`config.mk`:
```
export PLATFORM = sky130hd
export DESIGN_NAME = irq_cause_unit
export DESIGN_NICKNAME = d
export VERILOG_FILES = /design/src/rtl/irqc_pkg.sv /design/src/rtl/irqc_ctrl.sv /design/src/rtl/irqc_datapath.sv /design/src/rtl/irq_cause_unit.sv
export SDC_FILE = /design/constraint.sdc
export NUM_CORES = 1
export LEC_CHECK = 0
export ABC_AREA = 1
export BUFFER_PORTS_ARGS = -buffer_cell sky130_fd_sc_hd__buf_2
export CAP_MARGIN = 20
export CORE_MARGIN = 4
export CORE_UTILIZATION = 55
export DETAILED_ROUTE_END_ITERATION = 6
export PLACE_DENSITY = 0.83
export RECOVER_POWER = 25
export SLEW_MARGIN = 20
export SYNTH_ARGS = -nofsm -noshare
export SYNTH_HDL_FRONTEND = slang
export SYNTH_SLANG_ARGS = --single-unit
export TNS_END_PERCENT = 1
```
`constraint.sdc`:
```
create_clock -name clk -period 2 [get_ports clk]
set_input_delay 0.3 -clock clk [delete_from_list [all_inputs] [get_ports clk]]
set_output_delay 0.3 -clock clk [all_outputs]
set_load 0.02 [all_outputs]
```
`src/rtl/irqc_pkg.sv`:
```
package irqc_pkg;
  localparam int STS_W = 2;
  localparam int ADDR_CAUSE = 0;
  localparam int ADDR_MASK  = 1;
  localparam int ADDR_STS   = 2;

  typedef enum logic [1:0] {
    SEL_NONE,
    SEL_CAUSE,
    SEL_MASK,
    SEL_STS
  } rdSel_e;

  typedef struct packed {
    logic             causeClr;
    logic             maskWr;
    logic [STS_W-1:0] stsClr;
    logic             rdLoad;
    rdSel_e           rdSel;
  } strobe_t;
endpackage

```
`src/rtl/irqc_ctrl.sv`:
```
module irqc_ctrl
  import irqc_pkg::*;
#(
  parameter int ADDR_W = 4
) (
  input  logic              clk,
  input  logic              rstN,
  input  logic [ADDR_W-1:0] regAddr,
  input  logic              regRdEn,
  input  logic              regWrEn,
  input  logic [STS_W-1:0]  wrLow,
  output strobe_t           stb
);
  logic hitCause, hitMask, hitSts;

  assign hitCause = (regAddr == ADDR_W'(ADDR_CAUSE));
  assign hitMask  = (regAddr == ADDR_W'(ADDR_MASK));
  assign hitSts   = (regAddr == ADDR_W'(ADDR_STS));

  always_comb begin
    stb          = '0;
    stb.causeClr = hitCause && (regRdEn || regWrEn);
    stb.maskWr   = hitMask && regWrEn;
    stb.stsClr   = (hitSts && regWrEn) ? wrLow : '0;
    stb.rdLoad   = regRdEn;
    if (regRdEn) begin
      if (hitCause)      stb.rdSel = SEL_CAUSE;
      else if (hitMask)  stb.rdSel = SEL_MASK;
      else if (hitSts)   stb.rdSel = SEL_STS;
      else               stb.rdSel = SEL_NONE;
    end
  end

  // a write aimed elsewhere never disturbs the mask or status registers
  p_write_target_r9: assert property (@(posedge clk) disable iff (!rstN)
    (regWrEn && !hitMask && !hitSts) |-> (!stb.maskWr && stb.stsClr == '0));

  // a write to the cause register always yields a clear
  p_write_clears_r3: assert property (@(posedge clk) disable iff (!rstN)
    (regWrEn && hitCause) |-> stb.causeClr);
endmodule

```
`src/rtl/irqc_datapath.sv`:
```
module irqc_datapath
  import irqc_pkg::*;
#(
  parameter int NUM_SRC = 32,
  parameter int DATA_W  = 32,
  parameter logic [NUM_SRC-1:0] RSVD_BITS = NUM_SRC'('hA0)
) (
  input  logic               clk,
  input  logic               rstN,
  input  logic [NUM_SRC-1:0] evIn,
  input  logic [STS_W-1:0]   stsEvIn,
  input  logic [DATA_W-1:0]  wrData,
  input  strobe_t            stb,
  output logic [DATA_W-1:0]  rdData,
  output logic               irqOut
);
  localparam logic [NUM_SRC-1:0] LIVE = ~RSVD_BITS;

  logic [NUM_SRC-1:0] causeQ, causeNext, maskQ;
  logic [STS_W-1:0]   stsQ, stsNext;
  logic [DATA_W-1:0]  rdQ, rdNext;
  logic               irqQ;

  for (genvar i = 0; i < NUM_SRC; i++) begin : g_cause
    if (LIVE[i]) begin : g_live
      assign causeNext[i] = evIn[i] | (causeQ[i] & ~stb.causeClr);
    end else begin : g_rsvd
      assign causeNext[i] = 1'b0;
    end
  end

  for (genvar b = 0; b < STS_W; b++) begin : g_sts
    assign stsNext[b] = stsEvIn[b] | (stsQ[b] & ~stb.stsClr[b]);
  end

  always_comb begin
    rdNext = '0;
    if (stb.rdLoad) begin
      unique case (stb.rdSel)
        SEL_CAUSE: rdNext[NUM_SRC-1:0] = causeQ;
        SEL_MASK:  rdNext[NUM_SRC-1:0] = maskQ;
        SEL_STS:   rdNext[STS_W-1:0]   = stsQ;
        default:   rdNext = '0;
      endcase
    end
  end

  always_ff @(posedge clk or negedge rstN) begin
    if (!rstN) begin
      causeQ <= '0;
      maskQ  <= '1;
      stsQ   <= '0;
      rdQ    <= '0;
      irqQ   <= 1'b0;
    end else begin
      causeQ <= causeNext;
      if (stb.maskWr) maskQ <= wrData[NUM_SRC-1:0];
      stsQ   <= stsNext;
      rdQ    <= rdNext;
      irqQ   <= |(causeQ & ~maskQ);
    end
  end

  assign rdData = rdQ;
  assign irqOut = irqQ;

  p_sticky_r1: assert property (@(posedge clk) disable iff (!rstN)
    !stb.causeClr |=> ((causeQ & $past(causeQ)) == $past(causeQ)));

  p_clear_all_r2: assert property (@(posedge clk) disable iff (!rstN)
    stb.causeClr |=> ((causeQ & ~$past(evIn)) == '0));

  p_mask_reset_r4: assert property (@(posedge clk) disable iff (!rstN)
    !$past(rstN) |-> (maskQ == '1));

  p_irq_quiet_r5: assert property (@(posedge clk) disable iff (!rstN)
    ((causeQ & ~maskQ) == '0) |=> !irqOut);

  p_irq_rise_r5: assert property (@(posedge clk) disable iff (!rstN)
    ((causeQ & ~maskQ) != '0) |=> irqOut);

  p_rsvd_zero_r6: assert property (@(posedge clk) disable iff (!rstN)
    (causeQ & RSVD_BITS) == '0);

  p_sts_hold_r7: assert property (@(posedge clk) disable iff (!rstN)
    1'b1 |=> ((stsQ & $past(stsQ & ~stb.stsClr)) == $past(stsQ & ~stb.stsClr)));

  p_event_wins_r8: assert property (@(posedge clk) disable iff (!rstN)
    ((evIn & LIVE) != '0) |=> ((causeQ & $past(evIn & LIVE)) == $past(evIn & LIVE)));

  p_idle_read_r9: assert property (@(posedge clk) disable iff (!rstN)
    !stb.rdLoad |=> (rdData == '0));
endmodule

```
`src/rtl/irq_cause_unit.sv`:
```
module irq_cause_unit
  import irqc_pkg::*;
#(
  parameter int NUM_SRC = 32,
  parameter int DATA_W  = 32,
  parameter int ADDR_W  = 4,
  parameter logic [NUM_SRC-1:0] RSVD_BITS = NUM_SRC'('hA0)
) (
  input  logic               clk,
  input  logic               rstN,
  input  logic [NUM_SRC-1:0] evIn,
  input  logic [STS_W-1:0]   stsEvIn,
  input  logic [ADDR_W-1:0]  regAddr,
  input  logic               regRdEn,
  input  logic               regWrEn,
  input  logic [DATA_W-1:0]  regWrData,
  output logic [DATA_W-1:0]  regRdData,
  output logic               irqOut
);
  strobe_t stb;

  irqc_ctrl #(.ADDR_W(ADDR_W)) i_ctrl (
    .clk     (clk),
    .rstN    (rstN),
    .regAddr (regAddr),
    .regRdEn (regRdEn),
    .regWrEn (regWrEn),
    .wrLow   (regWrData[STS_W-1:0]),
    .stb     (stb)
  );

  irqc_datapath #(
    .NUM_SRC   (NUM_SRC),
    .DATA_W    (DATA_W),
    .RSVD_BITS (RSVD_BITS)
  ) i_dp (
    .clk     (clk),
    .rstN    (rstN),
    .evIn    (evIn),
    .stsEvIn (stsEvIn),
    .wrData  (regWrData),
    .stb     (stb),
    .rdData  (regRdData),
    .irqOut  (irqOut)
  );
endmodule

```
==> results of run 1 <==
cell usage in the layout (no fill, tap or decap), drive strengths merged:
| cell | Yosys | routed |
|---|---|---|
| a21oi | 28 | 28 |
| clkbuf | 0 | 15 |
| nand4 | 2 | 2 |
| buf | 15 | 106 |
| o21bai | 30 | 30 |
| dfrtp | 65 | 65 |
| o21ai | 9 | 9 |
| clkinvlp | 0 | 1 |
| clkinv | 0 | 2 |
| nand3 | 4 | 4 |
| o22ai | 26 | 26 |
| bufinv | 0 | 1 |
| dlygate4sd3 | 0 | 1 |
| nand2 | 56 | 56 |
| nor2 | 45 | 45 |
| dfstp | 32 | 32 |
| o211a | 1 | 1 |
| o211ai | 2 | 2 |
| inv | 70 | 70 |
report_power, final:
| part | leakage [nW] | switching, mW | total [mW] | internal [mW] |
|---|---|---|---|---|
| Combinational | 1.59 | 0.339 | 0.556 | 0.217 |
| Sequential | 1.07 | 0.0566 | 2.28 | 2.22 |
| Clock | 0.103 | 0.637 | 1.28 | 0.647 |
| Total | 2.77 | 1.03 | 4.12 | 3.08 |
sequential cells by signal, summed over array words and instances, names as in the netlist:
signal and count:
i_dp.causeQ 30, i_dp.rdData 32, i_dp.irqOut 1, i_dp.stsQ 2, i_dp.maskQ 32
worst register-to-register path, delay by kind of cell, from the launching register on:
family | cells | cell delay, ps
buf+inv | 1 | 60
flops | 1 | 530
simple gates | 6 | 520
metrics by stage:
stage | power (mW) | area, um^2 | setup slack (ps) | cells
floorplan | 2.66 | 3920 | 942 | 385
global placement | 2.85 | 4530 | 469 | 575
detailed placement | 2.88 | 4530 | 403 | 575
CTS | 4.17 | 4740 | 778 | 592
global route | 4.34 | 4700 | 545 | 592
finish | 4.12 | 4700 | 664 | 592
final cells by class:
cell class              count  area [um^2]
clock buffers              12          155
flip-flops and latches     97         2470
well taps                  96          120
inverters                  70          263
repair buffers            110          576
multi-input cells         203         1070
fillers                   542         2170
clock inverters             4         51.3
kinds of logic after synthesis:
| logic type | after synthesis | synth area share, % |
|---|---|---|
| and+or+nand+nor | 107 | 11.3 |
| buffers and inverters | 85 | 8.94 |
| AOI/OAI and AO/OA | 96 | 16.9 |
| DFF | 97 | 62.9 |
layer usage:
layer	up-vias	global-route usage (%)	share of wire, %
met5	-	0	0
met4	0	8.91	2.3
met3	18	4.22	6.2
met2	95	33.2	49
met1	1362	25.3	43
li1	1421	-	-
worst max-delay path by stage:
stage	startpoint	to	slack, ps	cells past startpoint
final	regAddr[3]	i_dp.rdData[26]	660	7
after global routing	regAddr[1]	i_dp.rdData[27]	550	9
after CTS	i_dp.rdData[2]	regRdData[2]	780	1
after detailed placement	regAddr[3]	i_dp.maskQ[10]	400	6
after global placement	regAddr[3]	i_dp.maskQ[15]	470	6
after floorplan	regAddr[3]	i_dp.rdData[21]	940	5
==> flow_summary.yaml, run 1 <==
yosys:
  async_flop_share_pct: 100
  synth_top_area_share_pct: 41.5
  ys_seq_area_share_pct: 62.9
  netlist_area_um2: 3920
  netlist_top_cells_area: "dfrtp_1 41%, dfstp_2 21%, inv_1 6.7%"
  synth_enable_flop_cells: 0
  ys.flop_type: "dfrtp_1"
  synth.most_common_cell: "inv_1"
  ys_warn_count: 0
  syn_area_per_cell_um2: 10.2
  ys_seq_elements: 97
  ys_types: 20
  synth_cells: 385
  synth_common_cells: "70 x inv_1, 65 x dfrtp_1, 56 x nand2_1, 44 x nor2_1, 32 x dfstp_2"
  yosysTopAreaCell: "dfrtp_1"
  syn-num-nets: 459
grt:
  antenna_found_initial: 0
  grt_pass1_wl_um: 13400
  grt_pass1_vias: 2905
  gr-total-overflow: 0
  grt_start_max_net_pins: 98
  grt_usage_pct: 20.0
clock_tree:
  numCtsBuffers: 9
  max-clock-path-buffers: 2
  ctsHtreeMaxLevel: 3
  cts_root_buf: "clkbuf_8"
  cts.sinks: 97
  ctsResizeCount: 0
  post-cts-setup-buffers: 0
  clkLatencyLatePin_ps: 350
  ctsHoldBuffers: 1
  cts_tree: "yes"
  cts.clk_slew.worst_paths_ps: 80
floorplanning:
  core_um2: 6870
  io_pins: 107
  rows: 30
  die_w_um: 92.4
  initial_core_util_pct: 57.1
  die_h_um: 92.4
  die-area_um2: 8540
finish:
  fin_nets: 565
  final_core_util_pct: 68.5
  area_growth_pct: 20.0
  drive_gt1_share_pct: 32.9
  insertedDiodeCount: 0
worst_setup_path:
  rr_endpoint: "i_dp.irqOut"
  path_cells: "clkbuf_1 > nor2_4 > nand3_2 > clkbuf_2 > inv_1 > nand2_1 > o21ai_0"
  slowest_delay_ps: 630
  cp_top_family: "buffers and inverters"
  reg2reg_depth: 7
  startpoint_type: "input port"
  critPathArrivalTime_ps: 1560
  critPathSlowestCell: "clkbuf_2"
  cp_max_fo: 31
  regToRegSetupSlack_ps: 790
  crit_type: "in -> reg"
  critical_path_buf_inv_count: 3
  cp-end-kind: "flop"
  required_ps: 2230
  reg2reg_from: "i_dp.maskQ[9]"
power:
  vdd_drop_max_mv: 0.489
  p_leak_nw: 2.77
  p_per_area_nw_per_um2: 875
placed_design:
  gp_congestion: 0.794
  dp.final_hpwl_um: 5420
  portBuffers: 104
worst_hold_path:
  min_path_type: "in -> reg"
  min_path_cells: 3
  holdCritStartpoint: "stsEvIn[0]"
  worstHoldEndpoint: "i_dp.stsQ[0]"
sta:
  period_share_pct: 66.8
  fin_skew_ps: 6.37
  relSlewSlack_pct: 45.8
  setup_tns_ps: 0
  fmax_ghz: 0.749
  rsz0062_at_grt: "no"
  timing.hold.ws_ps: 131
  maxSlewViolCount: 0
  worstMarginPinSlew_ps: 813
  setup_viol: 0
  min_period_ps: 1340
  finalHoldViolations: 0
drt:
  drtPass1Iterations: 4
  finalWirelength_um: 8130
  ant_nets: 0
  wire_per_inst_um: 13.7
  drc: 0
  drt_iter0_drc: 152
  vias_per_cell: 4.89
  num_vias: 2896
run_status:
  outcome: "complete, no violations"
flow_run:
  cap_violations: 0
Note: power is estimated with default switching activity, not from simulation.
==> run 2, diff against run 1 <==
CORE_UTILIZATION = 52   (was 55)
PLACE_DENSITY = 0.79   (was 0.83)
clock period = 1.3 ns   (was 2 ns; I/O delays follow)
==> flow_summary.yaml, run 2 (synthesized netlist as in run 1, its figures left out) <==
worst_setup_path:
  critical_path_buf_inv_count: 2
  path_cells: "buf_2 > nor2_1 > nand3_2 > buf_4 > o22ai_1"
  critPathArrivalTime_ps: 1480
  cp_top_family: "simple AND/OR/NAND/NOR gates"
  cp-end-kind: "flop"
  crit_type: "in -> reg"
  cp_num_cells: 5
  startpoint_type: "input port"
  cp_max_fo: 15
  required_ps: 1580
  critPathSlowestCell: "nor2_1"
  slowest_delay_ps: 480
  reg2reg_depth: 7
grt:
  antenna_found_initial: 0
  grt_start_max_net_pins: 98
  gr-total-overflow: 0
  grt_usage_pct: 20.0
  grt_pass1_wl_um: 13600
  grt_pass1_vias: 2997
clock_tree:
  ctsResizeCount: 0
  numCtsBuffers: 9
  cts_root_buf: "clkbuf_8"
  max-clock-path-buffers: 2
  cts.sinks: 97
  ctsHtreeMaxLevel: 3
  cts.clk_slew.worst_paths_ps: 100
  cts_tree: "yes"
  clkLatencyLatePin_ps: 360
finish:
  final_cells: 600
  layout_commonest_cell: "buf_2"
  most-common-layout-cells: "104 x buf_2, 70 x inv_1, 65 x dfrtp_1"
  num-fill-cells: 643
  final_core_util_pct: 65.4
  insertedDiodeCount: 0
  drive_gt1_share_pct: 34.3
  area_growth_pct: 21.7
  fin_area_um2: 4770
  fin_nets: 570
power:
  vdd_drop_max_mv: 0.925
  p_total_mw: 6.47
  p_per_area_nw_per_um2: 1360
  p_leak_nw: 2.81
sta:
  min_period_ps: 1200
  period_share_pct: 92.6
  worstMarginPinSlew_ps: 604
  maxSlewViolCount: 0
  fin_skew_ps: 10.4
  fmax_ghz: 0.830
  setup_slack_ps: 95.9
  setup_tns_ps: 0
  timing.hold.ws_ps: 20.5
  setup_viol: 0
  finalHoldViolations: 0
  rsz0062_at_grt: "no"
  relSlewSlack_pct: 59.6
worst_hold_path:
  min_path_cells: 2
  min_path_type: "in -> reg"
placed_design:
  dpl-instance-area_um2: 4580
  pre_cts_slack_ps: 48.2
  gp_congestion: 0.808
  dp.cells: 583
  portBuffers: 104
  dp.final_hpwl_um: 5930
flow_run:
  cap_violations: 0
drt:
  num_vias: 2935
  ant_nets: 0
  drt_iter0_drc: 88
  drc: 0
  wire_per_inst_um: 14.0
  drtPass1Iterations: 4
  finalWirelength_um: 8420
  vias_per_cell: 4.89
floorplanning:
  rows: 31
  core_um2: 7290
  io_pins: 107
  die_h_um: 94.8
  initial_core_util_pct: 53.8
  die-area_um2: 8990
  die_w_um: 94.8
run_status:
  outcome: "complete, no violations"
==> run 2: power by group <==
part | internal [mW] | switching, mW | total (mW)
Clock | 1.08 | 1.01 | 2.09
Sequential | 3.41 | 0.0836 | 3.50
Combinational | 0.340 | 0.539 | 0.878
Total | 4.84 | 1.63 | 6.47
==> run 2: area by class of cell <==
cell class	count	area [um^2]	area share, %
multi-input cells	203	1090	22.9
well taps	99	124	2.60
flip-flops and latches	97	2470	51.7
inverters	70	263	5.51
clock inverters	5	80.1	1.68
clock buffers	11	131	2.75
repair buffers	115	612	12.8
==> run 2: path summary, 6_finish.rpt <==
path	startpoint	end	slack, ps
worst max-delay path	regAddr[3]	i_dp.rdData[16]	100
worst min-delay path	evIn[21]	i_dp.causeQ[21]	20
worst max register to register	i_dp.maskQ[20]	i_dp.irqOut	120
worst min register to register	i_dp.maskQ[7]	i_dp.maskQ[7]	490
max in group asynchronous	rstN	i_dp.maskQ[25]	410
min in group asynchronous	rstN	i_dp.causeQ[26]	450
==> run 2: worst register-to-register path: stages, from the launching register on <==
cell and delay (ps):
dfstp_2 520, inv_1 70, nand2_1 80, nand2_1 50
nor2_1 100, nand2_1 60, nor2_1 120, nand2_1 60
==> run 2: layer usage <==
layer	wire (um)	global-route usage, %
met1	3580	24.8
met2	4210	33.2
met3	445	4.78
met4	176	9.38
met5	0	0
==> run 2: timing repair <==
item / in CTS / in global routing
setup endpoints to repair: 0 / 0
hold endpoints to repair: 65 / 0
buffers inserted: 0 / 0
hold buffers: 1 / 0
